File: src/rtl/flt_log_pkg.sv
package flt_log_pkg;

  localparam int NUM_BUCKETS = 3;

  typedef enum logic [2:0] {
    RSN_UVLO     = 3'd0,
    RSN_OVERTEMP = 3'd1,
    RSN_SHORT    = 3'd2,
    RSN_COMM     = 3'd3,
    RSN_UNKNOWN  = 3'd4
  } reason_e;

  typedef enum logic [1:0] {
    CLR_EN_TOGGLE  = 2'd0,
    CLR_RESET_PIN  = 2'd1,
    CLR_POWER_CYC  = 2'd2,
    CLR_TIMED_RTRY = 2'd3
  } clear_e;

  // strobes from control to datapath
  typedef struct packed {
    logic                   start;
    logic                   close;
    logic [NUM_BUCKETS-1:0] hit;
    logic [NUM_BUCKETS-1:0] seen;
  } ctl_strobe_t;

endpackage

File: src/rtl/flt_log_ctrl.sv
module flt_log_ctrl
  import flt_log_pkg::*;
(
  input  logic                   clk,
  input  logic                   rstN,
  input  logic                   t0,
  input  logic [NUM_BUCKETS-1:0] ev,
  input  logic                   atMax,
  output ctl_strobe_t            stb
);

  logic                   openQ;
  logic [NUM_BUCKETS-1:0] seenQ;
  logic [NUM_BUCKETS-1:0] hit;
  logic                   allDone;
  logic                   closeNow;

  assign hit      = {NUM_BUCKETS{openQ}} & ev & ~seenQ;
  assign allDone  = &(seenQ | hit);
  // R6 all seen, R7 timeout, R8 preempting strobe
  assign closeNow = openQ & (allDone | atMax | t0);

  always_ff @(posedge clk or negedge rstN) begin
    if (!rstN) begin
      openQ <= 1'b0;
      seenQ <= '0;
    end else begin
      openQ <= t0 | (openQ & ~closeNow);
      seenQ <= (t0 | closeNow) ? '0 : (seenQ | hit);
    end
  end

  always_comb begin
    stb.start = t0;
    stb.close = closeNow;
    stb.hit   = hit;
    stb.seen  = seenQ;
  end

endmodule

File: src/rtl/flt_log_data.sv
module flt_log_data
  import flt_log_pkg::*;
#(
  parameter int LAT_W = 8,
  parameter int DEPTH = 4,
  parameter int PTR_W = $clog2(DEPTH),
  parameter int CNT_W = PTR_W + 1
) (
  input  logic                   clk,
  input  logic                   rstN,
  input  ctl_strobe_t            stb,
  input  logic [2:0]             reasonIn,
  input  logic                   latchedIn,
  input  logic [1:0]             clearIn,
  input  logic                   qualifiedIn,
  input  logic [PTR_W-1:0]       rdIdx,
  output logic                   atMax,
  output logic                   rdValid,
  output logic [2:0]             rdReason,
  output logic                   rdLatched,
  output logic [1:0]             rdClear,
  output logic                   rdQualified,
  output logic [LAT_W-1:0]       rdLat [NUM_BUCKETS],
  output logic [NUM_BUCKETS-1:0] rdOvf,
  output logic [CNT_W-1:0]       entryCount,
  output logic                   overrun
);

  localparam logic [LAT_W-1:0] LAT_MAX = '1;
  localparam logic [CNT_W-1:0] FULL_C  = CNT_W'(DEPTH);

  logic [LAT_W-1:0]       elapsed;
  logic [LAT_W-1:0]       latQ      [NUM_BUCKETS];
  logic [LAT_W-1:0]       bucketVal [NUM_BUCKETS];
  logic [NUM_BUCKETS-1:0] bucketOvf;
  reason_e                reasonQ;

  logic [LAT_W-1:0]       memLat     [DEPTH][NUM_BUCKETS];
  logic [NUM_BUCKETS-1:0] memOvf     [DEPTH];
  logic [2:0]             memReason  [DEPTH];
  logic                   memLatched [DEPTH];
  logic [1:0]             memClear   [DEPTH];
  logic                   memQual    [DEPTH];

  logic [PTR_W-1:0] wrPtr;
  logic [PTR_W-1:0] oldest;
  logic [PTR_W-1:0] rdSlot;

  assign atMax = (elapsed == LAT_MAX);

  // elapsed cycles since the reference strobe, saturating
  always_ff @(posedge clk or negedge rstN) begin
    if (!rstN)           elapsed <= '0;
    else if (stb.start)  elapsed <= LAT_W'(1);
    else if (!atMax)     elapsed <= elapsed + LAT_W'(1);
  end

  always_ff @(posedge clk or negedge rstN) begin
    if (!rstN)          reasonQ <= RSN_UNKNOWN;
    else if (stb.start) reasonQ <= (reasonIn > 3'd4) ? RSN_UNKNOWN : reason_e'(reasonIn);
  end

  for (genvar g = 0; g < NUM_BUCKETS; g++) begin : gBucket
    always_ff @(posedge clk or negedge rstN) begin
      if (!rstN)           latQ[g] <= '0;
      else if (stb.hit[g]) latQ[g] <= elapsed;
    end
    assign bucketVal[g] = stb.hit[g]  ? elapsed :
                          stb.seen[g] ? latQ[g] : LAT_MAX;
    assign bucketOvf[g] = ~(stb.hit[g] | stb.seen[g]);
  end

  always_ff @(posedge clk) begin
    if (stb.close) begin
      for (int b = 0; b < NUM_BUCKETS; b++) memLat[wrPtr][b] <= bucketVal[b];
      memOvf[wrPtr]     <= bucketOvf;
      memReason[wrPtr]  <= reasonQ;
      memLatched[wrPtr] <= latchedIn;
      memClear[wrPtr]   <= clearIn;
      memQual[wrPtr]    <= qualifiedIn;
    end
  end

  always_ff @(posedge clk or negedge rstN) begin
    if (!rstN) begin
      wrPtr      <= '0;
      entryCount <= '0;
      overrun    <= 1'b0;
    end else if (stb.close) begin
      wrPtr <= wrPtr + PTR_W'(1);
      if (entryCount == FULL_C) overrun    <= 1'b1;
      else                      entryCount <= entryCount + CNT_W'(1);
    end
  end

  assign oldest  = wrPtr - entryCount[PTR_W-1:0];
  assign rdSlot  = oldest + rdIdx;
  assign rdValid = ({1'b0, rdIdx} < entryCount);

  always_comb begin
    for (int b = 0; b < NUM_BUCKETS; b++) rdLat[b] = memLat[rdSlot][b];
    rdOvf       = memOvf[rdSlot];
    rdReason    = memReason[rdSlot];
    rdLatched   = memLatched[rdSlot];
    rdClear     = memClear[rdSlot];
    rdQualified = memQual[rdSlot];
  end

endmodule

File: src/rtl/flt_event_logger.sv
module flt_event_logger
  import flt_log_pkg::*;
#(
  parameter int LAT_W = 8,
  parameter int DEPTH = 4,
  parameter int PTR_W = $clog2(DEPTH)
) (
  input  logic             clk,
  input  logic             rstN,
  input  logic             faultConfirm,
  input  logic             gateSafe,
  input  logic             pinValid,
  input  logic             pwmInhibit,
  input  logic [2:0]       reasonIn,
  input  logic             latchedIn,
  input  logic [1:0]       clearIn,
  input  logic             qualifiedIn,
  input  logic [PTR_W-1:0] rdIdx,
  output logic             rdValid,
  output logic [2:0]       rdReason,
  output logic             rdLatched,
  output logic [1:0]       rdClear,
  output logic             rdQualified,
  output logic [LAT_W-1:0] rdGateLat,
  output logic [LAT_W-1:0] rdPinLat,
  output logic [LAT_W-1:0] rdInhLat,
  output logic [2:0]       rdOvf,
  output logic [PTR_W:0]   entryCount,
  output logic             overrun
);

  ctl_strobe_t      stb;
  logic             atMax;
  logic [LAT_W-1:0] rdLat [NUM_BUCKETS];

  flt_log_ctrl u_ctrl (
    .clk   (clk),
    .rstN  (rstN),
    .t0    (faultConfirm),
    .ev    ({pwmInhibit, pinValid, gateSafe}),
    .atMax (atMax),
    .stb   (stb)
  );

  flt_log_data #(.LAT_W(LAT_W), .DEPTH(DEPTH)) u_data (
    .clk         (clk),
    .rstN        (rstN),
    .stb         (stb),
    .reasonIn    (reasonIn),
    .latchedIn   (latchedIn),
    .clearIn     (clearIn),
    .qualifiedIn (qualifiedIn),
    .rdIdx       (rdIdx),
    .atMax       (atMax),
    .rdValid     (rdValid),
    .rdReason    (rdReason),
    .rdLatched   (rdLatched),
    .rdClear     (rdClear),
    .rdQualified (rdQualified),
    .rdLat       (rdLat),
    .rdOvf       (rdOvf),
    .entryCount  (entryCount),
    .overrun     (overrun)
  );

  assign rdGateLat = rdLat[0];
  assign rdPinLat  = rdLat[1];
  assign rdInhLat  = rdLat[2];

endmodule

File: config.mk
export PLATFORM = sky130hd
export DESIGN_NAME = flt_event_logger
export DESIGN_NICKNAME = d
export VERILOG_FILES = /design/src/rtl/flt_log_pkg.sv /design/src/rtl/flt_log_ctrl.sv /design/src/rtl/flt_log_data.sv /design/src/rtl/flt_event_logger.sv
export SDC_FILE = /design/constraint.sdc
export NUM_CORES = 1
export LEC_CHECK = 0
export BUFFER_PORTS_ARGS = -buffer_cell sky130_fd_sc_hd__buf_4
export CORE_UTILIZATION = 40
export CTS_BUF_LIST = sky130_fd_sc_hd__clkbuf_4 sky130_fd_sc_hd__clkbuf_8 sky130_fd_sc_hd__clkbuf_16
export DETAILED_ROUTE_END_ITERATION = 7
export RECOVER_POWER = 100
export REMOVE_ABC_BUFFERS = 1
export SYNTH_ARGS = -nofsm -noshare
export SYNTH_HDL_FRONTEND = slang
export SYNTH_SLANG_ARGS = --single-unit
File: constraint.sdc
create_clock -name clk -period 2.4 [get_ports clk]
set_input_delay 0.6 -clock clk [delete_from_list [all_inputs] [get_ports clk]]
set_output_delay 0.6 -clock clk [all_outputs]
set_load 0.005 [all_outputs]
==> results.md <==
- The flow ran to the end, but the final reports show violations.
- The final reports fail on design-rule violations, negative setup slack.
- The relative slew slack is 25.5%.
- The pin count of the biggest net entering global routing is 46.
- The max-capacitance violation count is 0.
- The area share of xor/xnor cells in the synthesized design is 1.16%.
- The maximum buffer depth of the clock tree is 2.
- The average footprint of a synthesized cell is 17.6 sq um.
- For this block, the routed nets add up to 13700 um of wire.
- The worst hold path startpoint is reasonIn[2].
- In the final routed layout, each cell accounts on average for 18.5 um.
- The post-synthesis register bit count is 181.
- Once routing completed, OpenROAD measured the worst setup slack at -0.601 ns.
- The CTS root buffer is clkbuf_16.
- The count of flip-flops with a built-in enable after synthesis is 136.
- The Yosys step of the flow raised 0 warnings.
- The power density over cell area is 1580 mW/mm^2.
- The upper clock frequency limit is 0.333 GHz.
- The number of port buffers is 53.
- After detailed placement, the total cell area comes to 0.00829 sq mm.
- The number of buffers added by the clock tree synthesis step is 17.
- The first-pass GRT wire length is 22200 um.
- The largest incremental delay on the critical path is 0.58 ns.
- The summed instance area of the synthesized netlist is 0.00744 sq mm.
- Of the total synthesized cell area, the portion taken by full adders, half adders and majority gates is 1.68%.
- The largest vdd supply drop is 1440 uV.
- The post-cts hold buffer count is 0.
- The number of nets in the layout is 523.
- Detailed placement finished with a half-perimeter wire length of 8510 um.
- The commonest cells after synthesis are edfxtp_1, dfrtp_1, nor2_1, inv_1, a21oi_1.
- Data on the critical path is required at its endpoint by 1.80 ns.
- The layout overhead on the synthesized area is 20.5%.
- The CTS tree is built.
- The top cell type by area accounts for 54.9% of the synthesized area.
- After clock tree synthesis, the clock-pin slew on the worst setup and hold paths is 0.07 ns.
- The transition time of the tightest slew-check pin is 1.12 ns.
- The dominant combinational cell family by area after synthesis is multiplexers.
- The routed layout has 3747 vias.
- Setup repair after global routing could not meet its margin everywhere.
- Clock latency on the worst-skew pair, taken at its later pin, is 0.43 ns.
- The portion of the post-synthesis area used by sequential elements is 70.0%.
- The most area-hungry cell type in the Yosys netlist is edfxtp_1.
- The via count of the first global-routing pass came to 4086.
- The standard-cell row count is 49.
- The fraction of synthesis flops using an asynchronous set or reset pin is 24.9%.
- Once detail routing completed, the nets flagged for antenna violations numbered 0.
- The top fanout value on the critical path is 9.
- For this design the static power due to leakage is 0.00335 uW.
- The number of antenna violations at the first check in global routing is 0.
- The weighted congestion reported at the end of routability-driven placement is 0.770.
- The initial utilization of the core area, before any placement, comes to 41.1%.
- In the final layout, the share of cells above drive strength 1 is 31.7%.
- Net switching is 29.4% of the power.
- The antenna diode count is 0.
- For this run, the number of standard cells in the final layout without fillers is 740.
- The clock tree synthesis step divided the H-tree into 4 levels.
- The clock group share of total power is 20.5%.
- In this run the worst hold path is classified as in -> reg.
- For this run, design rule violations remaining after detail routing come to 8.
- The cell type of the slowest stage on the worst timing path is mux4_1.
- Across all register-to-register paths, the minimum setup slack is 0.07 ns.
- The first detailed-routing pass ran for 6 iterations.
- The sequential cell fraction of total power is 29.8%.
- The logic gate share of total power is 49.6%.
- The reg-to-reg critical path startpoint is u_data.elapsed[1].
- Across the routed clock network, the largest skew measured is 0.0122 ns.
- The number of vias per cell after detailed routing is 5.06.
- The internal portion of the total power is 9980 uW.
- The tightest hold path in the finished design has a slack of 0.363 ns.
- The combined global-route utilization of all metal layers is 15.5%.
- The number of hold violations in the final report is 0.
- Subtracting the final worst setup slack from the clock period gives 3.00 ns.
- Tracing the worst setup path back leads to its startpoint at u_data.wrPtr[0].
- CTS saw 181 sinks.
- The leading register cell type out of synthesis is edfxtp_1.
- In this run the standard cell core region covers 0.0181 sq mm.
- The area fraction in compound gates after synthesis is 3.83%.
- The count of pins on the block boundary is 54.
- The floorplan step set the die height to 138 um.
- STA classifies the critical path startpoint as a register.
- The most used standard cell by instance count after synthesis is edfxtp_1.
- The floorplan step set the die width to 138 um.
- The analysis attributes to net switching a power of 4160 uW.
- The signal on the critical path passes through inv_2, ha_4, inv_2, ha_4, buf_12, mux4_1, buf_4.
- The number of cells produced by synthesis is 422.
- Measured against the total synthesized area, the mux share comes to 15.1%.
- The largest delay contributor family on the critical path is adder cells.
- The startpoint-to-endpoint class of the critical path is reg -> out.
- The data arrival time of the critical path is 2.40 ns.
- The placed instance count is 706.
- The die footprint is 0.0192 sq mm.
- The distinct cell type count after synthesis is 42.
- Prior to clock tree synthesis, the placed netlist has a worst setup slack of -0.491 ns.
- The starting DRC count in detailed routing is 251.
- The count of endpoints failing setup in the final report is 34.
- The post-layout total power is 14100 uW.
- The post-synthesis simple-gate area fraction is 4.27%.
- By area the synthesized netlist is led by edfxtp_1, dfrtp_1, mux4_2, mux4_1, mux2_2.
- The cell area after layout is 0.00896 sq mm.
- The final count of pins violating max slew is 0.
- The worst path buffer plus inverter count is 4.
- After global routing the overflow that remains totals 0.
- STA classifies the critical path endpoint as a primary output.
- Dividing the final minimum period by the clock period gives 125%.
## power groups by stage
| stage | logic [uW] | clock network, uW | registers, uW |
|---|---|---|---|
| after floorplan | 3020 | 0 | 4260 |
| after CTS | 7500 | 2970 | 4230 |
| final | 7020 | 2900 | 4220 |
| after global routing | 7560 | 3080 | 4270 |
| after detailed placement | 6190 | 0 | 4280 |
| after global placement | 6160 | 0 | 4250 |
## placed cells by master, fill, tap and decap left out, types with 2 or more instances in the layout
| cell | n |
|---|---|
| edfxtp_1 | 136 |
| dfrtp_1 | 44 |
| nor2_1 | 33 |
| inv_1 | 29 |
| a21oi_1 | 29 |
| buf_4 | 28 |
| mux4_2 | 27 |
| buf_6 | 27 |
| mux2_2 | 25 |
| clkbuf_16 | 17 |
| buf_12 | 12 |
| clkbuf_1 | 10 |
| nand2_1 | 9 |
| ha_1 | 8 |
| mux4_1 | 7 |
| and3_1 | 5 |
| nand3b_1 | 4 |
| nand3_1 | 4 |
| nor3_1 | 4 |
| o21ai_0 | 4 |
| xor2_1 | 4 |
| bufinv_16 | 4 |
| inv_6 | 3 |
| clkinv_4 | 3 |
| clkbuf_4 | 3 |
| inv_2 | 2 |
| xnor2_4 | 2 |
| o221ai_1 | 2 |
| o2111ai_1 | 2 |
| xnor2_1 | 2 |
| o2bb2ai_1 | 2 |
| ha_4 | 2 |
| clkinvlp_4 | 2 |
| clkinv_2 | 2 |
## final cells by class
type	instances	area [sq um]
well taps	229	287
clock buffers	17	425
inverters	31	116
fillers	1500	9120
flip-flops and latches	181	5210
repair buffers	81	820
multi-input cells	186	1900
clock inverters	15	201
## kinds of logic after synthesis
| kind of cell | after synthesis |
|---|---|
| xor gates and xnor gates | 9 |
| adders and majority gates | 10 |
| buffers and inverters | 55 |
| DFF | 181 |
| and+or+nand+nor | 62 |
| AOI/OAI and AO/OA | 44 |
| muxes | 61 |
## state kept, by name, indices dropped and copies added, names as in the netlist
signal and cells:
u_data.memQual 4, u_data.memClear 8, u_data.elapsed 8, u_data.reasonQ 3
u_data.memOvf 12, u_data.wrPtr 2, u_data.entryCount 3, u_data.latQ 24
u_data.memReason 12, u_data.overrun 1, u_data.memLatched 4, u_ctrl.openQ 1
u_ctrl.seenQ 3, u_data.memLat 96
## routing by layer
metal | part of all wire [%] | vias up | GRT usage [%] | wire length, um
met4 | 0.36 | 0 | 5.50 | 49
met5 | 0 | - | 0 | 0
li1 | - | 1750 | - | -
met2 | 50 | 72 | 25.3 | 6790
met1 | 45 | 1923 | 20.2 | 6200
met3 | 4.6 | 2 | 3.98 | 634
## worst paths after layout
| kind | end | cells past startpoint |
|---|---|---|
| max in group asynchronous | u_data.latQ[11] | 1 |
| min reg2reg | u_data.latQ[9] | 1 |
| min | u_data.reasonQ[0] | 2 |
| max reg2reg | u_data.memLat[2][2] | 5 |
| max | rdInhLat[5] | 7 |
| min in group asynchronous | u_data.reasonQ[0] | 1 |
## per-stage QoR
stage / setup TNS [ns] / util (%)
floorplan: -29.11 / -
global placement: -15.65 / 45.8
detailed placement: -15.42 / 45.8
CTS: -20.49 / 50.5
global route: -30.91 / 49.6
finish: -18.81 / 49.6
## worst register-to-register path: stages (launching register included)
cell      delay [ns]
dfrtp_1         0.49
ha_1            0.29
nand3_1         0.13
o221ai_1        0.50
and3_1          0.32
buf_4           0.27
## repair_timing
action / 4_1_cts / 5_1_grt
cloned: 2 / 0
endpoints found under the setup margin: 34 / 34
setup buffers: 2 / 0
gates resized for setup: 41 / 2
pin swaps: 2 / 1
Note: power is estimated with default switching activity, not from simulation.
